## src/rtl/irq_group_pkg.sv

```systemverilog
// Package: shared register selector encoding for the grouped interrupt expander.
// Assumes a 2-bit selector in the upper address bits.
package irq_group_pkg;
    typedef enum logic [1:0] {
        SEL_PENDING = 2'd0,
        SEL_ENABLE  = 2'd1,
        SEL_BLOCK   = 2'd2,
        SEL_NONE    = 2'd3
    } reg_sel_e;
endpackage

```

## src/rtl/irq_edge_catch.sv

```systemverilog
// Module: irq_edge_catch
// Turns level source lines into one-cycle set events on their rising edge.
// Assumes the inputs are already synchronous to clk.
module irq_edge_catch #(
    parameter int WIDTH = 96
) (
    input  logic             clk,
    input  logic             rst_n,
    input  logic [WIDTH-1:0] lvl_i,
    output logic [WIDTH-1:0] rise_o
);
    logic [WIDTH-1:0] lvl_q;

    // Remember the previous level of every line.
    always_ff @(posedge clk) begin
        if (!rst_n) lvl_q <= '0;
        else        lvl_q <= lvl_i;
    end

    // A set event is a line that is high now and was low one cycle before.
    always_comb rise_o = lvl_i & ~lvl_q;
endmodule

```

## src/rtl/irq_group_slice.sv

```systemverilog
// Module: irq_group_slice
// Holds the pending, enable and blocking state of one group and drives its
// CPU pulse. Assumes the clear mask has at most one bit set.
module irq_group_slice #(
    parameter int SRC = 8
) (
    input  logic           clk,
    input  logic           rst_n,
    input  logic [SRC-1:0] set_i,
    input  logic [SRC-1:0] clr_i,
    input  logic           en_we_i,
    input  logic [SRC-1:0] en_wdata_i,
    input  logic           blk_clr_i,
    output logic [SRC-1:0] pend_o,
    output logic [SRC-1:0] en_o,
    output logic           blk_o,
    output logic [SRC-1:0] live_o,
    output logic           pulse_o
);
    logic [SRC-1:0] pend_q;
    logic [SRC-1:0] en_q;
    logic           blk_q;
    logic           pulse_q;
    logic           fire;

    // Sources that could win a fetch, and whether the group may signal now.
    always_comb begin
        live_o = pend_q & en_q;
        fire   = (|live_o) && !blk_q;
    end

    // Pending bits: the clear from a fetch applies first, then new edges set.
    always_ff @(posedge clk) begin
        if (!rst_n) pend_q <= '0;
        else        pend_q <= (pend_q & ~clr_i) | set_i;
    end

    // Enable bits are written by software.
    always_ff @(posedge clk) begin
        if (!rst_n)       en_q <= '0;
        else if (en_we_i) en_q <= en_wdata_i;
    end

    // The blocking bit is set when the group signals, and cleared by a write of 1.
    always_ff @(posedge clk) begin
        if (!rst_n)         blk_q <= 1'b0;
        else if (fire)      blk_q <= 1'b1;
        else if (blk_clr_i) blk_q <= 1'b0;
    end

    // The CPU line is a registered single-cycle pulse.
    always_ff @(posedge clk) begin
        if (!rst_n) pulse_q <= 1'b0;
        else        pulse_q <= fire;
    end

    assign pend_o  = pend_q;
    assign en_o    = en_q;
    assign blk_o   = blk_q;
    assign pulse_o = pulse_q;

    AST_PEND_STICKY: assert property (@(posedge clk) disable iff (!rst_n)
        $past(rst_n) |-> ((($past(pend_q) & ~$past(clr_i)) & ~pend_q) == '0));
    AST_SET_WINS: assert property (@(posedge clk) disable iff (!rst_n)
        $past(rst_n) |-> (($past(set_i) & ~pend_q) == '0));
    AST_PULSE_NEEDS_LIVE: assert property (@(posedge clk) disable iff (!rst_n)
        pulse_q |-> $past(|(pend_q & en_q)));
    AST_PULSE_SINGLE: assert property (@(posedge clk) disable iff (!rst_n)
        pulse_q |=> !pulse_q);
    AST_BLOCK_WITH_PULSE: assert property (@(posedge clk) disable iff (!rst_n)
        pulse_q |-> blk_q);
    AST_NO_PULSE_BLOCKED: assert property (@(posedge clk) disable iff (!rst_n)
        pulse_q |-> !$past(blk_q));
    AST_BLOCK_HOLDS: assert property (@(posedge clk) disable iff (!rst_n)
        ($past(rst_n) && $past(blk_q) && !$past(blk_clr_i)) |-> blk_q);
endmodule

```

## src/rtl/irq_prio_pick.sv

```systemverilog
// Module: irq_prio_pick
// Fixed-priority picker: the lowest set index wins. Purely combinational.
module irq_prio_pick #(
    parameter int SRC = 8,
    localparam int IDX_W = (SRC > 1) ? $clog2(SRC) : 1
) (
    input  logic [SRC-1:0]   cand_i,
    output logic             found_o,
    output logic [IDX_W-1:0] idx_o
);
    // Scan from the lowest priority upward so that the lowest index is kept last.
    always_comb begin
        found_o = |cand_i;
        idx_o   = '0;
        for (int i = SRC - 1; i >= 0; i--) begin
            if (cand_i[i]) idx_o = IDX_W'(i);
        end
    end
endmodule

```

## src/rtl/irq_group_expander.sv

```systemverilog
// Module: irq_group_expander (top)
// Expands NUM_GROUPS x SRC_PER_GRP sources onto NUM_GROUPS CPU pulse lines.
// Vectors are decoded when fetched, from the live pending and enable state.
// Assumes the CPU issues at most one fetch per cycle.
module irq_group_expander
    import irq_group_pkg::*;
#(
    parameter int NUM_GROUPS   = 12,
    parameter int SRC_PER_GRP  = 8,
    parameter int VEC_W        = 16,
    parameter logic [VEC_W-1:0] VEC_BASE = 16'h0100,
    parameter logic [VEC_W-1:0] VEC_SPUR = 16'h00FE,
    localparam int NSRC   = NUM_GROUPS * SRC_PER_GRP,
    localparam int GRP_W  = (NUM_GROUPS > 1) ? $clog2(NUM_GROUPS) : 1,
    localparam int IDX_W  = (SRC_PER_GRP > 1) ? $clog2(SRC_PER_GRP) : 1,
    localparam int ADDR_W = GRP_W + 2
) (
    input  logic                   clk,
    input  logic                   rst_n,
    input  logic [NSRC-1:0]        src_irq_i,
    input  logic                   reg_we_i,
    input  logic [ADDR_W-1:0]      reg_addr_i,
    input  logic [SRC_PER_GRP-1:0] reg_wdata_i,
    output logic [SRC_PER_GRP-1:0] reg_rdata_o,
    input  logic                   vec_req_i,
    input  logic [GRP_W-1:0]       vec_grp_i,
    output logic                   vec_valid_o,
    output logic [VEC_W-1:0]       vec_addr_o,
    output logic [NUM_GROUPS-1:0]  grp_pulse_o
);
    localparam logic [VEC_W-1:0] VEC_TOP = VEC_BASE + VEC_W'(NSRC * 2);

    logic [NSRC-1:0]                          rise;
    logic [NUM_GROUPS-1:0][SRC_PER_GRP-1:0]   pend;
    logic [NUM_GROUPS-1:0][SRC_PER_GRP-1:0]   en;
    logic [NUM_GROUPS-1:0][SRC_PER_GRP-1:0]   live;
    logic [NUM_GROUPS-1:0][SRC_PER_GRP-1:0]   clr;
    logic [NUM_GROUPS-1:0]                    blk;
    reg_sel_e                                 sel;
    logic [GRP_W-1:0]                         reg_grp;
    logic [SRC_PER_GRP-1:0]                   cand;
    logic                                     found;
    logic [IDX_W-1:0]                         idx;
    logic [VEC_W-1:0]                         vec_nx;
    logic                                     vec_valid_q;
    logic [VEC_W-1:0]                         vec_addr_q;

    // Split the register address into selector and group.
    always_comb begin
        sel     = reg_sel_e'(reg_addr_i[ADDR_W-1 -: 2]);
        reg_grp = reg_addr_i[GRP_W-1:0];
    end

    irq_edge_catch #(.WIDTH(NSRC)) u_edge (
        .clk    (clk),
        .rst_n  (rst_n),
        .lvl_i  (src_irq_i),
        .rise_o (rise)
    );

    for (genvar g = 0; g < NUM_GROUPS; g++) begin : g_grp
        logic hit;
        logic en_we;
        logic blk_clr;

        // Decode register writes aimed at this group.
        always_comb begin
            hit     = (reg_grp == GRP_W'(g));
            en_we   = reg_we_i && hit && (sel == SEL_ENABLE);
            blk_clr = reg_we_i && hit && (sel == SEL_BLOCK) && reg_wdata_i[0];
        end

        // Clear only the winner of a fetch that targets this group.
        always_comb begin
            clr[g] = '0;
            if (vec_req_i && found && (vec_grp_i == GRP_W'(g)))
                clr[g][idx] = 1'b1;
        end

        irq_group_slice #(.SRC(SRC_PER_GRP)) u_slice (
            .clk        (clk),
            .rst_n      (rst_n),
            .set_i      (rise[g*SRC_PER_GRP +: SRC_PER_GRP]),
            .clr_i      (clr[g]),
            .en_we_i    (en_we),
            .en_wdata_i (reg_wdata_i),
            .blk_clr_i  (blk_clr),
            .pend_o     (pend[g]),
            .en_o       (en[g]),
            .blk_o      (blk[g]),
            .live_o     (live[g]),
            .pulse_o    (grp_pulse_o[g])
        );
    end

    // Register read mux; unknown groups and the spare selector read as zero.
    always_comb begin
        reg_rdata_o = '0;
        for (int g = 0; g < NUM_GROUPS; g++) begin
            if (reg_grp == GRP_W'(g)) begin
                case (sel)
                    SEL_PENDING: reg_rdata_o = pend[g];
                    SEL_ENABLE:  reg_rdata_o = en[g];
                    SEL_BLOCK:   reg_rdata_o = SRC_PER_GRP'(blk[g]);
                    default:     reg_rdata_o = '0;
                endcase
            end
        end
    end

    // Candidate sources of the fetched group; an out-of-range group has none.
    always_comb begin
        cand = '0;
        for (int g = 0; g < NUM_GROUPS; g++) begin
            if (vec_grp_i == GRP_W'(g)) cand = live[g];
        end
    end

    irq_prio_pick #(.SRC(SRC_PER_GRP)) u_pick (
        .cand_i  (cand),
        .found_o (found),
        .idx_o   (idx)
    );

    // Vector arithmetic: base plus twice the flat source number.
    always_comb begin
        if (found)
            vec_nx = VEC_BASE + VEC_W'((int'(vec_grp_i) * SRC_PER_GRP + int'(idx)) * 2);
        else
            vec_nx = VEC_SPUR;
    end

    // Register the fetch answer.
    always_ff @(posedge clk) begin
        if (!rst_n) begin
            vec_valid_q <= 1'b0;
            vec_addr_q  <= '0;
        end else begin
            vec_valid_q <= vec_req_i;
            if (vec_req_i) vec_addr_q <= vec_nx;
        end
    end

    assign vec_valid_o = vec_valid_q;
    assign vec_addr_o  = vec_addr_q;

    AST_VEC_AFTER_REQ: assert property (@(posedge clk) disable iff (!rst_n)
        vec_valid_q |-> $past(vec_req_i));
    AST_VEC_IN_RANGE: assert property (@(posedge clk) disable iff (!rst_n)
        (vec_valid_q && vec_addr_q != VEC_SPUR) |->
        (vec_addr_q >= VEC_BASE && vec_addr_q < VEC_TOP && vec_addr_q[0] == 1'b0));
    AST_PICK_IS_LIVE: assert property (@(posedge clk) disable iff (!rst_n)
        found |-> cand[idx]);
    AST_CLEAR_ONE: assert property (@(posedge clk) disable iff (!rst_n)
        $onehot0(clr));
    AST_CLEAR_NEEDS_REQ: assert property (@(posedge clk) disable iff (!rst_n)
        (|clr) |-> (vec_req_i && found));
endmodule

```

## config.mk

```make
export PLATFORM = sky130hd
export DESIGN_NAME = irq_group_expander
export DESIGN_NICKNAME = d
export VERILOG_FILES = /design/src/rtl/irq_group_pkg.sv /design/src/rtl/irq_edge_catch.sv /design/src/rtl/irq_group_slice.sv /design/src/rtl/irq_prio_pick.sv /design/src/rtl/irq_group_expander.sv
export SDC_FILE = /design/constraint.sdc
export NUM_CORES = 1
export LEC_CHECK = 0
export CAP_MARGIN = 20
export CORE_MARGIN = 8
export CORE_UTILIZATION = 50
export CTS_CLUSTER_SIZE = 12
export DETAILED_ROUTE_END_ITERATION = 16
export DONT_BUFFER_PORTS = 1
export PLACE_DENSITY_LB_ADDON = 0.05
export REMOVE_ABC_BUFFERS = 1
export SETUP_SLACK_MARGIN = 0.3
export SLEW_MARGIN = 20
export SYNTH_ARGS = -nofsm -noshare
export SYNTH_HDL_FRONTEND = slang
export SYNTH_SLANG_ARGS = --single-unit
```

## constraint.sdc

```tcl
create_clock -name clk -period 9.6 [get_ports clk]
set_input_delay 1.92 -clock clk [delete_from_list [all_inputs] [get_ports clk]]
set_output_delay 1.92 -clock clk [all_outputs]
set_load 0.005 [all_outputs]
```

[Word level (Yosys, flattened, before mapping)]
Cells that the tools add are included.
Storage, ports and cells
  input port bits: 118
  memories: 0
  bits in latches: 0
  flip-flop bits (word level): 329
  bits in writable memories: 0
  output and inout port bits: 37
  memory bits (read-only): 0
Operators by class
  muxes and demuxes: 83
  magnitude comparators: 2
  reduce and logical (&&, ||, !) cells: 114
  $mul: 0
  add/subtract/negate cells: 2
  shift operators: 0
  divide/modulo/power cells: 0
  bitwise logic cells: 50
  eq/ne operators: 24
Operator list (number)
  $mux 8: 36
  $pmux 8 s3: 12
  $and 8x8->8: 24
  $reduce_or 8->1: 13
  $and 96x96->96: 1
  $not 8->8: 12
  $not 96->96: 1
  $or 8x8->8: 12
  $logic_and 1x1->1: 74
  $eq 4x3->1 const B: 8
  $eq 4x4->1 const B: 8
  $mux 1: 25
  $mux 3: 8
  $reduce_bool 2->1: 12
  $eq 4x2->1 const B: 4
  $logic_not 1->1: 12
  $add 9x9->10 const A: 1
  $mux 10: 1
  $add 7x3->8: 1
  $eq 4x1->1 const B: 2
  $logic_not 4->1: 2
  $lt 3x4->1 const B: 1
  $demux 1 s3: 1
  $ge 3x1->1 const B: 1
  3 further kinds: 3

[Depth between registers and ports, before layout]
  depth after elaboration: 29
  mapped depth: 13
  gate-level depth less buffers: 8

[Modules after synthesis]
Synthesis repeated with hierarchy kept, for this count alone.
Unflattened totals
  cells, all modules: 1703
  area, all modules: 16134.2 um^2
By module, submodules not included
  irq_group_slice: sequential area each 360.3 um^2, times used 12, area an instance 725.7 um^2, cells an instance 67
  irq_group_expander: sequential area each 180.2 um^2, times used 1, area an instance 4146.5 um^2, cells an instance 588
  irq_edge_catch: sequential area each 1921.8 um^2, times used 1, area an instance 3198.1 um^2, cells an instance 298
  irq_prio_pick: sequential area each 0.0 um^2, times used 1, area an instance 81.3 um^2, cells an instance 13

[Worst setup path after synthesis]
Ideal clock, no wire load.
  path type: input to output
  start: in reg_addr_i[4]
  end: out reg_rdata_o[4]
  setup slack: 3910 ps
  arrival time: 3770 ps
  cell stages on the path: 7
  cells stage by stage: clkbuf_1 buf_1 clkbuf_1 mux2i_1 o22ai_1 nor4_1 nand2_1
Between the ends
  longest elaborated chain between the ends: 14
RTL lines
  start, declared: line irq_group_expander.sv:22  | input logic [ADDR_W-1:0] reg_addr_i,
  $eq 2x2->1, or another cell as far along: line irq_group_expander.sv:101  | case (sel)
  $pmux 8 s3: line irq_group_expander.sv:101
  $mux 8 (11 in a row): line irq_group_expander.sv:100  | if (reg_grp == GRP_W'(g)) begin
  $mux 8 *: line irq_group_expander.sv:100
  end, declared: line irq_group_expander.sv:24  | output logic [SRC_PER_GRP-1:0] reg_rdata_o,
Every way passes the cells marked *; elsewhere a longest branch is shown, timed or not.

[Worst setup path after layout]
  start: in reg_addr_i[2]
  end: out reg_rdata_o[7]
Between the ends
  longest elaborated chain between the ends: 13
RTL lines (line)
  $logic_not 4->1: irq_group_expander.sv:100
  $mux 8 (11 in a row): irq_group_expander.sv:100
  $mux 8 *: irq_group_expander.sv:100
Marks and branches as above.

==> results by stage <==
Status:
- The flow ran to the end, and the final reports show no timing, DRC or antenna violations.

Job:
- The max capacitance violation total is 0.

Synthesis:
- The cell area that synthesis handed to floorplanning was approximately 15000 um2.
- Sorting the synthesized cells by area gives the leading types as sky130_fd_sc_hd__dfxtp_1 (43%), sky130_fd_sc_hd__mux2i_1 (9.3%), sky130_fd_sc_hd__nand2_1 (6.1%).
- The prevailing post-synth register cell is sky130_fd_sc_hd__dfxtp_1.
- The share of the Yosys chip area taken by registers is a little over two fifths.
- The number of instances in the synthesized netlist is 1739.
- Of all cell types, the one taking the most synthesized area is sky130_fd_sc_hd__dfxtp_1.
- The number of enable flip-flop cells after synthesis is 0.
- In this run the mean area of a mapped cell was between 8 and 9 um2.
- The Yosys step of the flow raised 0 warnings.
- The fraction of synthesized cell area taken by the top area cell type is a little over two fifths.
- The async set-reset flop share out of synthesis is 0%.
- The number of distinct standard cells referenced by the synthesized netlist is between 70 and 80.
- The synthesized design contains 321 register bits.

Worst hold path:
- The worst hold path terminates at g_grp[8].u_slice.pend_o[2]$_SDFF_PN0_.
- Counting instances, the worst hold path has a depth of 1.
- In this run the most critical hold path is launched from u_edge.lvl_q[66]$_SDFF_PN0_.
- The path class of the lowest-slack min-delay path is reg2reg.

Floorplanning:
- The area enclosed by the die boundary is about 36000 um2.
- ~160 I/O pins were placed.
- The floorplan step set the die width to approximately 190 um.
- Once the floorplan was initialized, standard cells occupied 50.49% of the core.
- The placeable core area is approximately 29000 um2.
- The die boundary height is between 150 and 200 um.
- The number of standard-cell rows in the floorplan is 63.

Timing:
- The setup total negative slack is 0 ps.
- The max-slew violation total from the final report is 0.
- The clock arrives with between 20 and 30 ps of skew.
- The number of setup violations in the final report is 0.
- For the pin with the worst max-slew slack, the measured transition is approximately 1300 ps.
- The worst path uses 64.97% of the clock period.
- After layout, the minimum clock period comes to slightly above 6000 ps.
- Static timing analysis puts the maximum clock frequency at 0.1603 GHz.
- The number of hold violations in the final report is 0.
- The relative slew slack is 16.14%.
- Setup repair after global routing left no endpoint under its margin.

Setup path:
- The kind of critical path is in2out.
- The endpoint arrival time on the critical path is approximately 4300 ps.
- Data on the critical path is required at its endpoint by ~7700 ps.
- Counting cells, the worst reg-to-reg path comes to 8.
- STA classifies the critical path endpoint as an output pin.
- Of all nets on the critical path, the largest fanout is 11.
- The worst register-to-register path begins at g_grp[5].u_slice.pend_o[2]$_SDFF_PN0_.
- The critical path launch point type is an input pin.
- The endpoint identified for the worst register-to-register timing path is g_grp[9].u_slice.pend_o[0]$_SDFF_PN0_.
- The flop-to-flop setup slack is approximately 5600 ps.

Clock network:
- The root buffer selected by CTS is sky130_fd_sc_hd__clkbuf_16.
- The post-cts resize count is 0.
- The clock passes through at most 3 buffers.
- The post-CTS repair timing setup buffer count is 0.
- The clock net in this run drives a total of roughly 320 sinks.
- Clock-pin slew was measured on the worst setup and hold paths at 60 ps.
- The total CTS buffers is 36.
- The TritonCTS clock tree is yes.
- The total of hold buffers inserted after clock tree synthesis is 0.
- The number of levels the H-tree was split into is 2.
- The clock latency reported for the late side of the worst-skew pair is about 530 ps.

Layout:
- The fraction of final layout cells with drive strength greater than 1 is between 5 and 6%.
- The number of nets at the end of the flow is about 1800.
- The number of standard cells in the layout, taps in and fillers out is between 2000 and 2500.
- The post-route cell area is approximately 16000 um2.
- After filler insertion, the fill cell instance count of the layout stands at about 2800.
- Compared with the post-synthesis result, the final layout area differs by 6.977%.

Detailed routing:
- The detail route stage leaves a number of antenna-violating nets equal to 0.
- The final layout contains routed wiring with a total length of slightly below 60000 um.
- Detailed routing inserted a total of ~13000 vias.
- The post-detailed-route wirelength per cell is ~28 um.
- The first-pass iteration count of the detailed router is 6.
- The DRC violation count after routing is 0.
- After detailed routing, the number of vias per cell comes to 6.419.
- For this block, the initial DRC count from the detailed router was approximately 1700.

Placed design:
- The congestion estimate from routability-driven global placement came to approximately 0.97.
- Input and output buffers added on the ports amount to 0.
- The total placed instance area is 14800 um2.
- The number of placed instances, taps included, is around 2000.
- After legalization and detailed placement, the total HPWL measured just over 40000 um.

Global route:
- The first-pass GRT wire length is ~85000 um.
- The global-route congestion overflow total is 0.
- In the global route stage, overall resource usage came out at between 30% and 40%.
- The pin count of the biggest net entering global routing is 171.
- The initial antenna violation count came to 2.
- The number of global-route vias before repair came to 12590.

Pwr:
- The fraction of power consumed by combinational cells is 9.3%.
- The register share of total power is 47.5%.
- The total power density per cell area is between 150 and 200 nW/um2.
- The clock network accounts for between 40% and 50% of the total power.
- For this design the static power due to leakage is around 6.3 nW.
- The internal power of the cells totals 0.002266 W.
- The net switching component of the power is between 0.0008 and 0.0009 W.
- The switching power as a share of total power is between 20% and 30%.
- IR analysis of the VDD net gives a maximum drop of 0.1712 mV.
[state kept, by name, indices dropped and copies added (netlist names)]
register / flops
vec_addr_o: 8
vec_valid_o: 1
u_edge.lvl_q: 96
g_grp.u_slice.pend_o: 96
g_grp.u_slice.pulse_o: 12
g_grp.u_slice.blk_o: 12
g_grp.u_slice.en_o: 96
[cell usage after synthesis, types with 6 or more instances]
cell type,n
sky130_fd_sc_hd__a211oi_1,8
sky130_fd_sc_hd__a21oi_1,126
sky130_fd_sc_hd__a221oi_1,12
sky130_fd_sc_hd__a22oi_1,21
sky130_fd_sc_hd__a31oi_1,22
sky130_fd_sc_hd__and2_1,56
sky130_fd_sc_hd__buf_1,7
sky130_fd_sc_hd__buf_2,18
sky130_fd_sc_hd__buf_4,29
sky130_fd_sc_hd__buf_6,10
sky130_fd_sc_hd__clkbuf_1,75
sky130_fd_sc_hd__dfxtp_1,321
sky130_fd_sc_hd__inv_1,51
sky130_fd_sc_hd__mux2i_1,139
sky130_fd_sc_hd__mux4_2,6
sky130_fd_sc_hd__nand2_1,242
sky130_fd_sc_hd__nand2b_1,79
sky130_fd_sc_hd__nand3_1,64
sky130_fd_sc_hd__nand3b_1,8
sky130_fd_sc_hd__nand4_1,12
sky130_fd_sc_hd__nor2_1,111
sky130_fd_sc_hd__nor2b_1,10
sky130_fd_sc_hd__nor3_1,14
sky130_fd_sc_hd__nor4_1,25
sky130_fd_sc_hd__o211ai_1,20
sky130_fd_sc_hd__o21ai_0,54
sky130_fd_sc_hd__o221ai_1,8
sky130_fd_sc_hd__o22ai_1,61
sky130_fd_sc_hd__o311ai_0,16
sky130_fd_sc_hd__o31ai_1,29
[layout make-up]
| cell class | count | area [um2] | area share [%] |
|---|---|---|---|
| multi-input combinational | 1231 | 7594 | 47.69 |
| sequential | 321 | 6426 | 40.36 |
| clock buffer | 50 | 983.4 | 6.176 |
| tap | 390 | 488.0 | 3.065 |
| inverter | 54 | 205.2 | 1.289 |
| clock inverter | 11 | 126.4 | 0.7936 |
| timing repair buffer | 12 | 97.59 | 0.6129 |
| antenna | 1 | 2.502 | 0.01572 |
[metrics by stage]
step	util, %	setup WS [ps]	total power [W]	hold slack [ps]
2_1_floorplan	-	3660	0.001634	398.8
3_3_place_gp	50.13	3392	0.001755	400.7
3_5_place_dp	50.19	3470	0.001759	405.6
4_1_cts	53.95	3464	0.003074	414.2
5_1_grt	54.00	3260	0.003166	428.2
6_report	54.01	3363	0.003068	411.7
[power groups by stage]
| stage | Combinational, W | Clock, W | Sequential [W] |
|---|---|---|---|
| CTS | 0.000278 | 0.00134 | 0.00145 |
| global route | 0.000305 | 0.00140 | 0.00146 |
| floorplan | 0.000176 | 0 | 0.00146 |
| finish | 0.000286 | 0.00133 | 0.00146 |
| global placement | 0.000272 | 0 | 0.00148 |
| detailed placement | 0.000276 | 0 | 0.00148 |
[metal layers]
metal  vias to the layer above  track usage (%)  part of all wire [%]
li1                       6027                -                     -
met1                      6368            42.95                    43
met2                       744            45.93                    42
met3                       149            7.763                    10
met4                         0            13.50                   4.9
met5                         -                0                     0
[kinds of logic (layout without fill, tap and decap cells)]
logic type / Yosys count / after routing / share of synthesized area (%)
flip-flops: 321 / 321 / 43.17
AO/OA/AOI/OAI: 426 / 426 / 18.70
multiplexers: 146 / 146 / 10.33
buffers and inverters: 194 / 127 / 6.288
AND/OR/NAND/NOR: 651 / 651 / 21.48
other: 1 / 9 / 0.02519
[cells in the final DEF, fill, tap and decap left out, types with 4 or more instances in the layout]
master,instances
sky130_fd_sc_hd__a311oi_1,5
sky130_fd_sc_hd__mux4_2,6
sky130_fd_sc_hd__and2_1,56
sky130_fd_sc_hd__a211oi_1,7
sky130_fd_sc_hd__o311ai_0,16
sky130_fd_sc_hd__clkinv_2,5
sky130_fd_sc_hd__inv_1,51
sky130_fd_sc_hd__a22oi_1,21
sky130_fd_sc_hd__nor4_1,23
sky130_fd_sc_hd__o31ai_1,29
sky130_fd_sc_hd__nand2b_1,79
sky130_fd_sc_hd__o21ai_0,54
sky130_fd_sc_hd__o32ai_1,5
sky130_fd_sc_hd__o22ai_1,61
sky130_fd_sc_hd__nand3_1,64
sky130_fd_sc_hd__nand4_1,12
sky130_fd_sc_hd__nand3b_1,8
sky130_fd_sc_hd__nor3_1,14
sky130_fd_sc_hd__clkbuf_16,36
sky130_fd_sc_hd__o221a_2,4
sky130_fd_sc_hd__buf_4,11
sky130_fd_sc_hd__o211ai_1,20
sky130_fd_sc_hd__conb_1,8
sky130_fd_sc_hd__dfxtp_1,321
sky130_fd_sc_hd__o22a_1,4
sky130_fd_sc_hd__clkbuf_1,11
sky130_fd_sc_hd__nor2_1,111
sky130_fd_sc_hd__a221oi_1,12
sky130_fd_sc_hd__a21oi_1,126
sky130_fd_sc_hd__nor2b_1,9
sky130_fd_sc_hd__nand2_1,242
sky130_fd_sc_hd__o221ai_1,8
sky130_fd_sc_hd__mux2i_1,139
sky130_fd_sc_hd__a31oi_1,22
[critical path, stage by stage]
cell and delay (ps):
sky130_fd_sc_hd__nor2_1 500, sky130_fd_sc_hd__and3_1 600, sky130_fd_sc_hd__nand2_1 400, sky130_fd_sc_hd__o211ai_1 370, sky130_fd_sc_hd__o211ai_1 250, sky130_fd_sc_hd__o211ai_1 260
[how the worst max path moves through the flow]
stage                        startpoint                               endpoint  cells after the start
final                     reg_addr_i[2]                         reg_rdata_o[7]                      6
after global routing      reg_addr_i[1]                         reg_rdata_o[7]                      7
after CTS                 reg_addr_i[1]                         reg_rdata_o[7]                      7
after detailed placement  reg_addr_i[1]                         reg_rdata_o[7]                      7
after global placement    reg_addr_i[1]                         reg_rdata_o[7]                      7
after floorplan            vec_grp_i[3]  g_grp[2].u_slice.pend_o[3]$_SDFF_PN0_                      8
No activity file was read; power rests on OpenSTA's default activity.
